File: src/rtl/ratesync_pkg.sv
package ratesync_pkg;

  localparam int BYTE_W    = 8;
  localparam int IDX_W     = $clog2(BYTE_W);
  localparam int CNT_W     = $clog2(BYTE_W + 1);
  localparam int MAX_RATIO = 8;
  localparam int DIV_W     = $clog2(MAX_RATIO);

  // strobes from control to datapath
  typedef struct packed {
    logic             asyncMode;
    logic             slotOn;
    logic             take;
    logic             lastBit;
    logic             frameStart;
    logic             dataBit;
    logic [IDX_W-1:0] bitIdx;
  } ctl_t;

  // divide ratio from clock input down to the 512 kHz converter rate
  function automatic int unsigned divRatio(input logic [2:0] sel);
    case (sel)
      3'b001:  return 3;
      3'b010:  return 4;
      3'b011:  return 8;
      3'b100:  return 8;
      3'b101:  return 8;
      default: return 1;
    endcase
  endfunction

  function automatic logic isSlowCode(input logic [2:0] sel);
    return sel[2] & ~sel[1];
  endfunction

endpackage

File: src/rtl/brs_sync.sv
module brs_sync #(
  parameter int STAGES = 2,
  parameter int WIDTH  = 1
) (
  input  logic             clk,
  input  logic             rstN,
  input  logic [WIDTH-1:0] d,
  output logic [WIDTH-1:0] q
);
  logic [STAGES-1:0][WIDTH-1:0] stg;

  always_ff @(posedge clk or negedge rstN) begin
    if (!rstN) begin
      stg <= '0;
    end else begin
      stg[0] <= d;
      for (int i = 1; i < STAGES; i++) stg[i] <= stg[i-1];
    end
  end

  assign q = stg[STAGES-1];
endmodule

File: src/rtl/brs_ctrl.sv
module brs_ctrl
  import ratesync_pkg::*;
#(
  parameter int SYNC_STAGES = 2
) (
  input  logic       clkIn,
  input  logic       rstN,
  input  logic [2:0] rateSel,
  input  logic       strobe,
  input  logic       bitClk,
  input  logic       serIn,
  output ctl_t       ctl,
  output logic       tick512
);
  logic             slowMode;
  logic [2:0]       syncOut;
  logic             bcLast;
  logic             bcEdge;
  logic             stbQ;
  logic             dQ;
  logic             bitEv;
  logic             stbPrev;
  logic             frameStart;
  logic [CNT_W-1:0] bitCnt;
  logic             take;
  logic [DIV_W-1:0] divCnt;
  logic [DIV_W-1:0] ratioM1;

  assign slowMode = isSlowCode(rateSel);

  brs_sync #(.STAGES(SYNC_STAGES), .WIDTH(3)) u_sync (
    .clk (clkIn),
    .rstN(rstN),
    .d   ({bitClk, strobe, serIn}),
    .q   (syncOut)
  );

  always_ff @(posedge clkIn or negedge rstN) begin
    if (!rstN) bcLast <= 1'b0;
    else       bcLast <= syncOut[2];
  end

  assign bcEdge = syncOut[2] & ~bcLast;
  assign stbQ   = slowMode ? syncOut[1] : strobe;
  assign dQ     = slowMode ? syncOut[0] : serIn;
  assign bitEv  = slowMode ? bcEdge : 1'b1;

  always_ff @(posedge clkIn or negedge rstN) begin
    if (!rstN) stbPrev <= 1'b0;
    else       stbPrev <= stbQ;
  end
  assign frameStart = stbQ & ~stbPrev;

  assign take = stbQ & bitEv & (bitCnt < CNT_W'(BYTE_W));

  always_ff @(posedge clkIn or negedge rstN) begin
    if (!rstN)      bitCnt <= '0;
    else if (!stbQ) bitCnt <= '0;
    else if (take)  bitCnt <= bitCnt + 1'b1;
  end

  // 512 kHz enable divider, re-phased on each frame start when slow
  assign ratioM1 = DIV_W'(divRatio(rateSel) - 1);
  assign tick512 = (divCnt >= ratioM1);

  always_ff @(posedge clkIn or negedge rstN) begin
    if (!rstN)                        divCnt <= '0;
    else if (slowMode && frameStart)  divCnt <= '0;
    else if (tick512)                 divCnt <= '0;
    else                              divCnt <= divCnt + 1'b1;
  end

  always_comb begin
    ctl            = '0;
    ctl.asyncMode  = slowMode;
    ctl.slotOn     = stbQ;
    ctl.take       = take;
    ctl.lastBit    = take & (bitCnt == CNT_W'(BYTE_W - 1));
    ctl.frameStart = frameStart;
    ctl.dataBit    = dQ;
    ctl.bitIdx     = bitCnt[IDX_W-1:0];
  end
endmodule

File: src/rtl/brs_data.sv
module brs_data
  import ratesync_pkg::*;
(
  input  logic              clkIn,
  input  logic              rstN,
  input  ctl_t              ctl,
  input  logic [BYTE_W-1:0] txByte,
  output logic [BYTE_W-1:0] rxByte,
  output logic              rxValid,
  output logic              serOut,
  output logic              serOutEn
);
  logic [BYTE_W-1:0] rxShift;
  logic [BYTE_W-1:0] assembled;
  logic [BYTE_W-1:0] rxHold;
  logic              holdFull;
  logic [BYTE_W-1:0] txHold;
  logic [BYTE_W-1:0] txOut;
  logic [BYTE_W-1:0] txCur;
  logic              txBitReg;
  logic              slowEn;
  logic [IDX_W-1:0]  txIdx;

  assign assembled = {rxShift[BYTE_W-2:0], ctl.dataBit};
  assign txIdx     = IDX_W'(BYTE_W - 1) - ctl.bitIdx;
  assign txCur     = ctl.frameStart ? txHold : txOut;

  always_ff @(posedge clkIn or negedge rstN) begin
    if (!rstN) begin
      rxShift  <= '0;
      rxHold   <= '0;
      holdFull <= 1'b0;
      rxByte   <= '0;
      rxValid  <= 1'b0;
      txHold   <= '0;
      txOut    <= '0;
    end else begin
      rxValid <= 1'b0;
      if (ctl.take) rxShift <= assembled;
      if (!ctl.asyncMode) begin
        if (ctl.lastBit) begin
          rxByte  <= assembled;
          rxValid <= 1'b1;
        end
      end else begin
        if (ctl.lastBit) begin
          rxHold   <= assembled;
          holdFull <= 1'b1;
        end
        if (ctl.frameStart) begin
          if (holdFull) begin
            rxByte   <= rxHold;
            rxValid  <= 1'b1;
            holdFull <= 1'b0;
          end
          txHold <= txByte;
          txOut  <= txHold;
        end
      end
    end
  end

  // slow-mode transmit bit, held from one bit event to the next
  always_ff @(posedge clkIn or negedge rstN) begin
    if (!rstN) begin
      txBitReg <= 1'b0;
      slowEn   <= 1'b0;
    end else if (ctl.take) begin
      txBitReg <= txCur[txIdx];
      slowEn   <= 1'b1;
    end else if (!ctl.slotOn) begin
      slowEn   <= 1'b0;
    end
  end

  assign serOutEn = ctl.asyncMode ? slowEn : ctl.slotOn;
  assign serOut   = serOutEn & (ctl.asyncMode ? txBitReg : txByte[txIdx]);
endmodule

File: src/rtl/bitrate_resync.sv
module bitrate_resync
  import ratesync_pkg::*;
#(
  parameter int SYNC_STAGES = 2
) (
  input  logic              clkIn,
  input  logic              rstN,
  input  logic [2:0]        rateSel,
  input  logic              strobe,
  input  logic              bitClk,
  input  logic              serIn,
  input  logic [BYTE_W-1:0] txByte,
  output logic              tick512,
  output logic              asyncMode,
  output logic [BYTE_W-1:0] rxByte,
  output logic              rxValid,
  output logic              serOut,
  output logic              serOutEn
);
  ctl_t ctl;

  brs_ctrl #(.SYNC_STAGES(SYNC_STAGES)) u_ctrl (
    .clkIn  (clkIn),
    .rstN   (rstN),
    .rateSel(rateSel),
    .strobe (strobe),
    .bitClk (bitClk),
    .serIn  (serIn),
    .ctl    (ctl),
    .tick512(tick512)
  );

  brs_data u_data (
    .clkIn   (clkIn),
    .rstN    (rstN),
    .ctl     (ctl),
    .txByte  (txByte),
    .rxByte  (rxByte),
    .rxValid (rxValid),
    .serOut  (serOut),
    .serOutEn(serOutEn)
  );

  assign asyncMode = ctl.asyncMode;
endmodule

File: config.mk
export PLATFORM = sky130hd
export DESIGN_NAME = bitrate_resync
export DESIGN_NICKNAME = d
export VERILOG_FILES = /design/src/rtl/ratesync_pkg.sv /design/src/rtl/brs_sync.sv /design/src/rtl/brs_ctrl.sv /design/src/rtl/brs_data.sv /design/src/rtl/bitrate_resync.sv
export SDC_FILE = /design/constraint.sdc
export NUM_CORES = 1
export LEC_CHECK = 0
export ABC_AREA = 0
export CAP_MARGIN = 20
export CORE_UTILIZATION = 42
export CTS_BUF_LIST = sky130_fd_sc_hd__clkbuf_16
export CTS_CLUSTER_DIAMETER = 30
export DETAILED_ROUTE_END_ITERATION = 8
export GPL_ROUTABILITY_DRIVEN = 0
export PLACE_DENSITY_LB_ADDON = 0.05
export SETUP_SLACK_MARGIN = 0.5
export SLEW_MARGIN = 20
export SYNTH_ARGS = -nofsm -noshare
export SYNTH_HDL_FRONTEND = slang
export SYNTH_HIERARCHICAL = 1
export SYNTH_SLANG_ARGS = --single-unit
File: constraint.sdc
create_clock -name clkIn -period 6.1 [get_ports clkIn]
set_clock_uncertainty 0.1 [all_clocks]
set_input_delay 0.915 -clock clkIn [delete_from_list [all_inputs] [get_ports clkIn]]
set_output_delay 0.915 -clock clkIn [all_outputs]
set_load 0.1 [all_outputs]
# Word-level counts from Yosys, hierarchy flattened
# Cells that the tools add are included.
[totals]
regBits = 58
input_bits = 16
out_inout_bits = 13
wordCells = 75
[classes]
add_sub_neg = 4
magnitude_cmp = 3
n_eq_ne = 9
muxes = 28
bitwise_logic = 10
n_reduce_logical = 6
[op_table]
columns = ["operator", "n"]
rows = [
  ["$mux W8", 5],
  ["$mux W1", 16],
  ["$pmux W3 S3", 1],
  ["$mux W4", 2],
  ["$and A1 B1 Y1", 7],
  ["$bmux W1 S3", 2],
  ["$eq A3 B2 Y1 const B", 2],
  ["$eq A3 B3 Y1 const B", 2],
  ["$mux W3", 2],
  ["$add A4 B1 Y4 const B", 1],
  ["$eq A4 B3 Y1 const B", 1],
  ["$lt A3 B4 Y1 const B", 1],
  ["$lt A4 B4 Y1 const B", 1],
  ["$ne A2 B2 Y1 const B", 2],
  ["$reduce_and A2 Y1", 2],
  ["$add A3 B1 Y3 const B", 1],
  ["$eq A3 B1 Y1 const B", 1],
  ["$ge A3 B3 Y1", 1],
  ["$not A1 Y1", 3],
  ["$reduce_and A3 Y1", 1],
  ["$reduce_or A3 Y1", 1],
  ["$sub A3 B1 Y3 const B", 1],
  ["$sub A3 B3 Y3 const A", 1],
  ["$ne A2 B1 Y1 const B", 1],
  ["2 further kinds", 2],
]

# Logic depth before layout (Yosys ltp)
[logic_depth]
depth_word = 9
ltp_mapped = 10
mapped_depth_nobuf = 9

# Cells and area by module
# Netlist, hierarchy kept.
[modules_own_cells]
columns = ["mod", "instances", "cells_per_inst", "area_each_um2", "seq_area_each_um2"]
rows = [
  ["brs_data", 1, 130, 1873.0, 1076.0],
  ["brs_ctrl", 1, 64, 616.8, 225.2],
  ["brs_sync", 1, 9, 172.7, 150.1],
]

# Worst setup path after synthesis
# OpenSTA, ideal clock, no wires.
[synth_timing]
kind = "input-to-output"
start = "input rateSel[1]"
end = "output tick512"
arrival_time_ns = 3.839
t_required_ns = 5.085
slack_ns = 1.246
cell_stages = 7
path_buffers = 0
path_cell_list = "inv_1 -> ha_1 -> inv_1 -> xnor2_1 -> ha_1 -> nand2_1 -> o21ai_0"
[synth_via]
elab_chain_len = 5
word_cells_on_any_way = 9
cone_classes = "add/sub: 1; order compare: 1; eq/ne: 5; mux: 1; reduce/logical: 1"
[synth_rtl]
columns = ["item", "line", "text"]
rows = [
  ["start: declaration", "bitrate_resync.sv:8", "input logic [2:0] rateSel,"],
  ["$eq A3 B2 Y1 or $eq A3 B3 Y1 (tied branches)", "ratesync_pkg.sv:22", "case (sel)"],
  ["$reduce_or A3 Y1 (no source line)", "n/a", ""],
  ["$pmux W3 S3 *", "ratesync_pkg.sv:22", ""],
  ["$sub A3 B1 Y3 *", "brs_ctrl.sv:63", "assign ratioM1 = DIV_W'(divRatio(rateSel) - 1);"],
  ["$ge A3 B3 Y1 *", "brs_ctrl.sv:64", "assign tick512 = (divCnt >= ratioM1);"],
  ["end: declaration", "bitrate_resync.sv:13", "output logic tick512,"],
]
# Mark *: on every way between the ends. The rest lies on a longest branch, timed or not.

# Worst setup path in the final report
# Same ends and word-level chain as after synthesis.

==> results_tabular.tex <==
\begin{tabular}{lr}
\hline
Metric & Value \\
\hline
\multicolumn{2}{l}{\textbf{Critical path}} \\
\quad Critical path class & input pin to output port \\
\quad Biggest fanout along the worst timing path & 3 \\
\quad Critical path required time & 5080 ps \\
\quad Sequence of cells on the critical path & clkdlybuf4s50\_1 > inv\_1 > ha\_1 > inv\_1 > xnor2\_1 > ha\_1 > nand2\_1 > o21ai\_0 > clkdlybuf4s50\_1 \\
\quad Element type at the critical path end & output port \\
\quad Slowest Stage Delay on Critical Path & approximately 1200 ps \\
\quad Slowest CP cell & sky130\_fd\_sc\_hd\_\_clkdlybuf4s50\_1 \\
\quad Cell family contributing the most delay on the critical path & buffers and inverters \\
\quad Crit path launch type & input pin \\
\quad Worst-case register-to-register setup slack & 3630 ps \\
\quad FF-to-FF End & u\_data/txHold[2]\$\_DFFE\_PN0P\_ \\
\quad CP arrival & around 3600 ps \\
\quad R2R cell count & 4 \\
\quad CP Buf/Inv Count & 4 \\
\quad Beginning of the worst register-to-register path & u\_ctrl/u\_sync/q[1]\$\_DFF\_PN0\_ \\
\multicolumn{2}{l}{\textbf{STA}} \\
\quad Number of hold-slack violations in the final timing report & 0 \\
\quad Number of failing setup endpoints in the final timing report & 0 \\
\quad Transition time of the tightest slew-check pin & about 1000 ps \\
\quad Period utilisation layout & 0.758 \\
\quad Unrepaired setup endpoints after global routing & false \\
\quad Setup TNS & 0 ps \\
\quad Achievable clock frequency & around 220 MHz \\
\quad Worst rel slew slack & 0.338 \\
\quad Pins Over Slew Limit & 0 \\
\quad PnR worst setup slack & around 1500 ps \\
\quad Final critical delay including setup and external delays & between 4000 and 5000 ps \\
\multicolumn{2}{l}{\textbf{Yosys}} \\
\quad Yosys warning total & 6 \\
\quad Gate count after technology mapping & just over 200 \\
\quad Synth Area per Inst & around 13 µm² \\
\quad Mapped cell area & 0.00266 mm² \\
\quad Ys flop type & sky130\_fd\_sc\_hd\_\_dfrtp\_1 \\
\quad Synthesized flop and latch total & 58 \\
\quad Sequential fraction of the synthesis area & 0.545 \\
\quad Post-synth EDFFs & 0 \\
\quad Distinct cells, synth & 30 \\
\quad Share of async-settable or async-resettable flops after synthesis & 1.00 \\
\quad Nets in the synthesized netlist & approximately 230 \\
\multicolumn{2}{l}{\textbf{Layout}} \\
\quad Commonest cells after routing, fill and taps aside & 58 x sky130\_fd\_sc\_hd\_\_dfrtp\_1, 28 x sky130\_fd\_sc\_hd\_\_mux2\_2, 25 x sky130\_fd\_sc\_hd\_\_clkdlybuf4s50\_1, 18 x sky130\_fd\_sc\_hd\_\_nand2\_1, 15 x sky130\_fd\_sc\_hd\_\_mux2i\_1 \\
\quad Most frequent standard cell in the layout excluding fill and tap cells & sky130\_fd\_sc\_hd\_\_dfrtp\_1 \\
\quad Share of post-route cells with drive strength above 1 & 0.240 \\
\quad Final net count & 246 \\
\quad Number of antenna diodes & 0 \\
\quad Post-synthesis to final-layout area growth & 20.9\% \\
\multicolumn{2}{l}{\textbf{Worst hold path}} \\
\quad Worst hold path endpoint & u\_ctrl/u\_sync/q[2]\$\_DFF\_PN0\_ \\
\quad Worst min-delay path class & flop to flop \\
\quad Hold path cells & 0 \\
\quad Hold wc startpoint & u\_ctrl/u\_sync/stg[2]\$\_DFF\_PN0\_ \\
\multicolumn{2}{l}{\textbf{Run}} \\
\quad Reported max-cap violation count & 0 \\
\multicolumn{2}{l}{\textbf{Routing}} \\
\quad Routed WL & about 4.5 mm \\
\quad Via-to-Cell Ratio & roughly 5 \\
\quad Number of violations reported at the end of detailed-routing iteration 0 & 72 \\
\quad Count of unresolved DRC violations after routing & 0 \\
\quad Vias after detailed routing & approximately 1500 \\
\quad First-pass detailed-route iteration total & 4 \\
\quad Remaining antenna violation count after routing & 0 \\
\quad Avg WL per Cell & roughly 15 µm \\
\multicolumn{2}{l}{\textbf{Clock tree}} \\
\quad Number of sinks on the clock net & 58 \\
\quad CTS clock-pin slew for the worst setup and hold paths & around 50 ps \\
\quad H-Tree Depth & 3 \\
\quad Resized Gates After CTS & 0 \\
\quad Clock latency reported for the late side of the worst-skew pair & $\sim$320 ps \\
\quad Post-CTS Repair Setup Buffers & 0 \\
\quad Clock Root Buffer & sky130\_fd\_sc\_hd\_\_clkbuf\_16 \\
\quad Post-CTS Hold Fix Bufs & 0 \\
\quad Maximum root-to-sink buffer count & 2 \\
\quad Clock buffers created by TritonCTS & 9 \\
\quad Clock tree from TritonCTS & done \\
\multicolumn{2}{l}{\textbf{Place}} \\
\quad Post-place setup slack & roughly 1500 ps \\
\quad Placed wire-length estimate & approximately 3.1 mm \\
\quad IO Port Bufs & 28 \\
\multicolumn{2}{l}{\textbf{Floorplanning}} \\
\quad Vertical die dimension & 81.6 µm \\
\quad Die span in x & 81.6 µm \\
\quad Full die area & 0.00666 mm² \\
\quad Initial standard-cell utilization of the core & 0.442 \\
\quad Row count & 28 \\
\quad Number of top-level pins & 29 \\
\quad Area of the core region & approximately 0.0060 mm² \\
\multicolumn{2}{l}{\textbf{Global route}} \\
\quad Via count of the first global-routing pass & 1692 \\
\quad Antenna violations before repair & 0 \\
\quad GR met1 Demand/Resource & 0.195 \\
\quad GR Util All Layers & 0.165 \\
\quad GRT met2 Usage & 0.274 \\
\quad Global-route wire length before repair & just under 8 mm \\
\quad Total overflow reported by the global router & 0 \\
\quad Busiest layer in global routing & met2 \\
\quad Met3 usage in global routing & 0.0367 \\
\quad Largest net degree at the start of global routing & 59 \\
\multicolumn{2}{l}{\textbf{Run status}} \\
\quad Result of the run & completed \\
\multicolumn{2}{l}{\textbf{Pwr}} \\
\quad Leakage power figure & around 1.4 nW \\
\quad Maximum ir drop on the vdd rail & about 0.00022 V \\
\quad Power Density & between 300 and 400 mW/mm² \\
\hline
\end{tabular}
==> per-layer routing <==
metal	wire length (µm)	vias to the layer above
li1	-	744
met1	2010	773
met2	2300	22
met3	119	7
met4	89	0
met5	0	-
==> how the worst max path moves through the flow <==
stage / start / to / depth (start not counted)
5_1_grt: rateSel[1] / tick512 / 9
3_3_place_gp: rateSel[2] / asyncMode / 3
3_5_place_dp: rateSel[1] / tick512 / 9
4_1_cts: rateSel[1] / tick512 / 9
2_1_floorplan: rateSel[1] / tick512 / 7
6_report: rateSel[1] / tick512 / 9
==> cells in the mapped netlist, types with 2 or more instances <==
master	n	area, µm²
sky130_fd_sc_hd__o21ai_0	9	45.0
sky130_fd_sc_hd__mux2i_1	15	150
sky130_fd_sc_hd__mux2_1	5	56.3
sky130_fd_sc_hd__a21oi_2	2	17.5
sky130_fd_sc_hd__buf_6	2	22.5
sky130_fd_sc_hd__xnor2_1	2	17.5
sky130_fd_sc_hd__nor2b_1	3	18.8
sky130_fd_sc_hd__mux2_2	28	315
sky130_fd_sc_hd__nand2_1	18	67.6
sky130_fd_sc_hd__buf_4	11	82.6
sky130_fd_sc_hd__ha_1	6	75.1
sky130_fd_sc_hd__buf_2	2	10.0
sky130_fd_sc_hd__dfrtp_1	58	1450
sky130_fd_sc_hd__nand2b_1	6	37.5
sky130_fd_sc_hd__mux4_2	6	135
sky130_fd_sc_hd__inv_1	5	18.8
sky130_fd_sc_hd__nand3_1	2	10.0
sky130_fd_sc_hd__o21ai_1	2	10.0
sky130_fd_sc_hd__nor2_1	4	15.0
sky130_fd_sc_hd__clkbuf_1	4	15.0
sky130_fd_sc_hd__a21oi_1	4	20.0
==> layout make-up <==
class | count | area, µm²
well taps | 75 | 93.8
inverters | 5 | 18.8
clock buffers | 9 | 225
multi-input cells | 121 | 1070
repair buffers | 29 | 278
fillers | 524 | 2810
flip-flops and latches | 58 | 1450
clock inverters | 7 | 83.8
==> logic make-up after synthesis <==
kind of cell / share of synthesized area
flip-flops: 0.545
multiplexers: 0.252
AND/OR/NAND/NOR: 0.0663
buffers and inverters: 0.0559
AO/OA/AOI/OAI: 0.0456
adder cells (fa/ha/maj): 0.0282
XOR/XNOR: 0.00658
==> stage by stage <==
| step | cells | hold slack (ps) | power [mW] | area, µm² | utilization |
|---|---|---|---|---|---|
| 2_1_floorplan | 203 | 231 | 0.713 | 2660 | - |
| 3_3_place_gp | 288 | 232 | 0.761 | 2900 | 0.482 |
| 3_5_place_dp | 288 | 236 | 0.779 | 2910 | 0.483 |
| 4_1_cts | 304 | 248 | 1.30 | 3220 | 0.534 |
| 5_1_grt | 304 | 256 | 1.35 | 3220 | 0.534 |
| 6_report | 304 | 247 | 1.28 | 3220 | 0.534 |
==> power breakdown <==
part,leakage (nW),switching [mW],internal [mW]
Clock,0.148,0.159,0.351
Combinational,0.547,0.129,0.123
Sequential,0.738,0.0582,0.460
==> worst register-to-register path, stage by stage (launching register included) <==
cell and delay (ps):
sky130_fd_sc_hd__dfrtp_1 370, sky130_fd_sc_hd__mux2_4 230, sky130_fd_sc_hd__nor2b_1 530, sky130_fd_sc_hd__nand2_1 600, sky130_fd_sc_hd__mux2_1 520
==> flip-flops by register name (all words and copies together), names as in the netlist <==
register and count:
u_data/txOut 8, u_data/slowEn 1, u_data/rxValid 1, u_data/txBitReg 1, u_data/rxHold 8, u_ctrl/divCnt 3
u_ctrl/bcLast 1, u_ctrl/u_sync/q 3, u_data/txHold 8, u_ctrl/u_sync/stg 3, u_data/rxByte 8, u_ctrl/bitCnt 4
u_data/holdFull 1, u_data/rxShift 7, u_ctrl/stbPrev 1
Power figures use the tool's default switching activity.
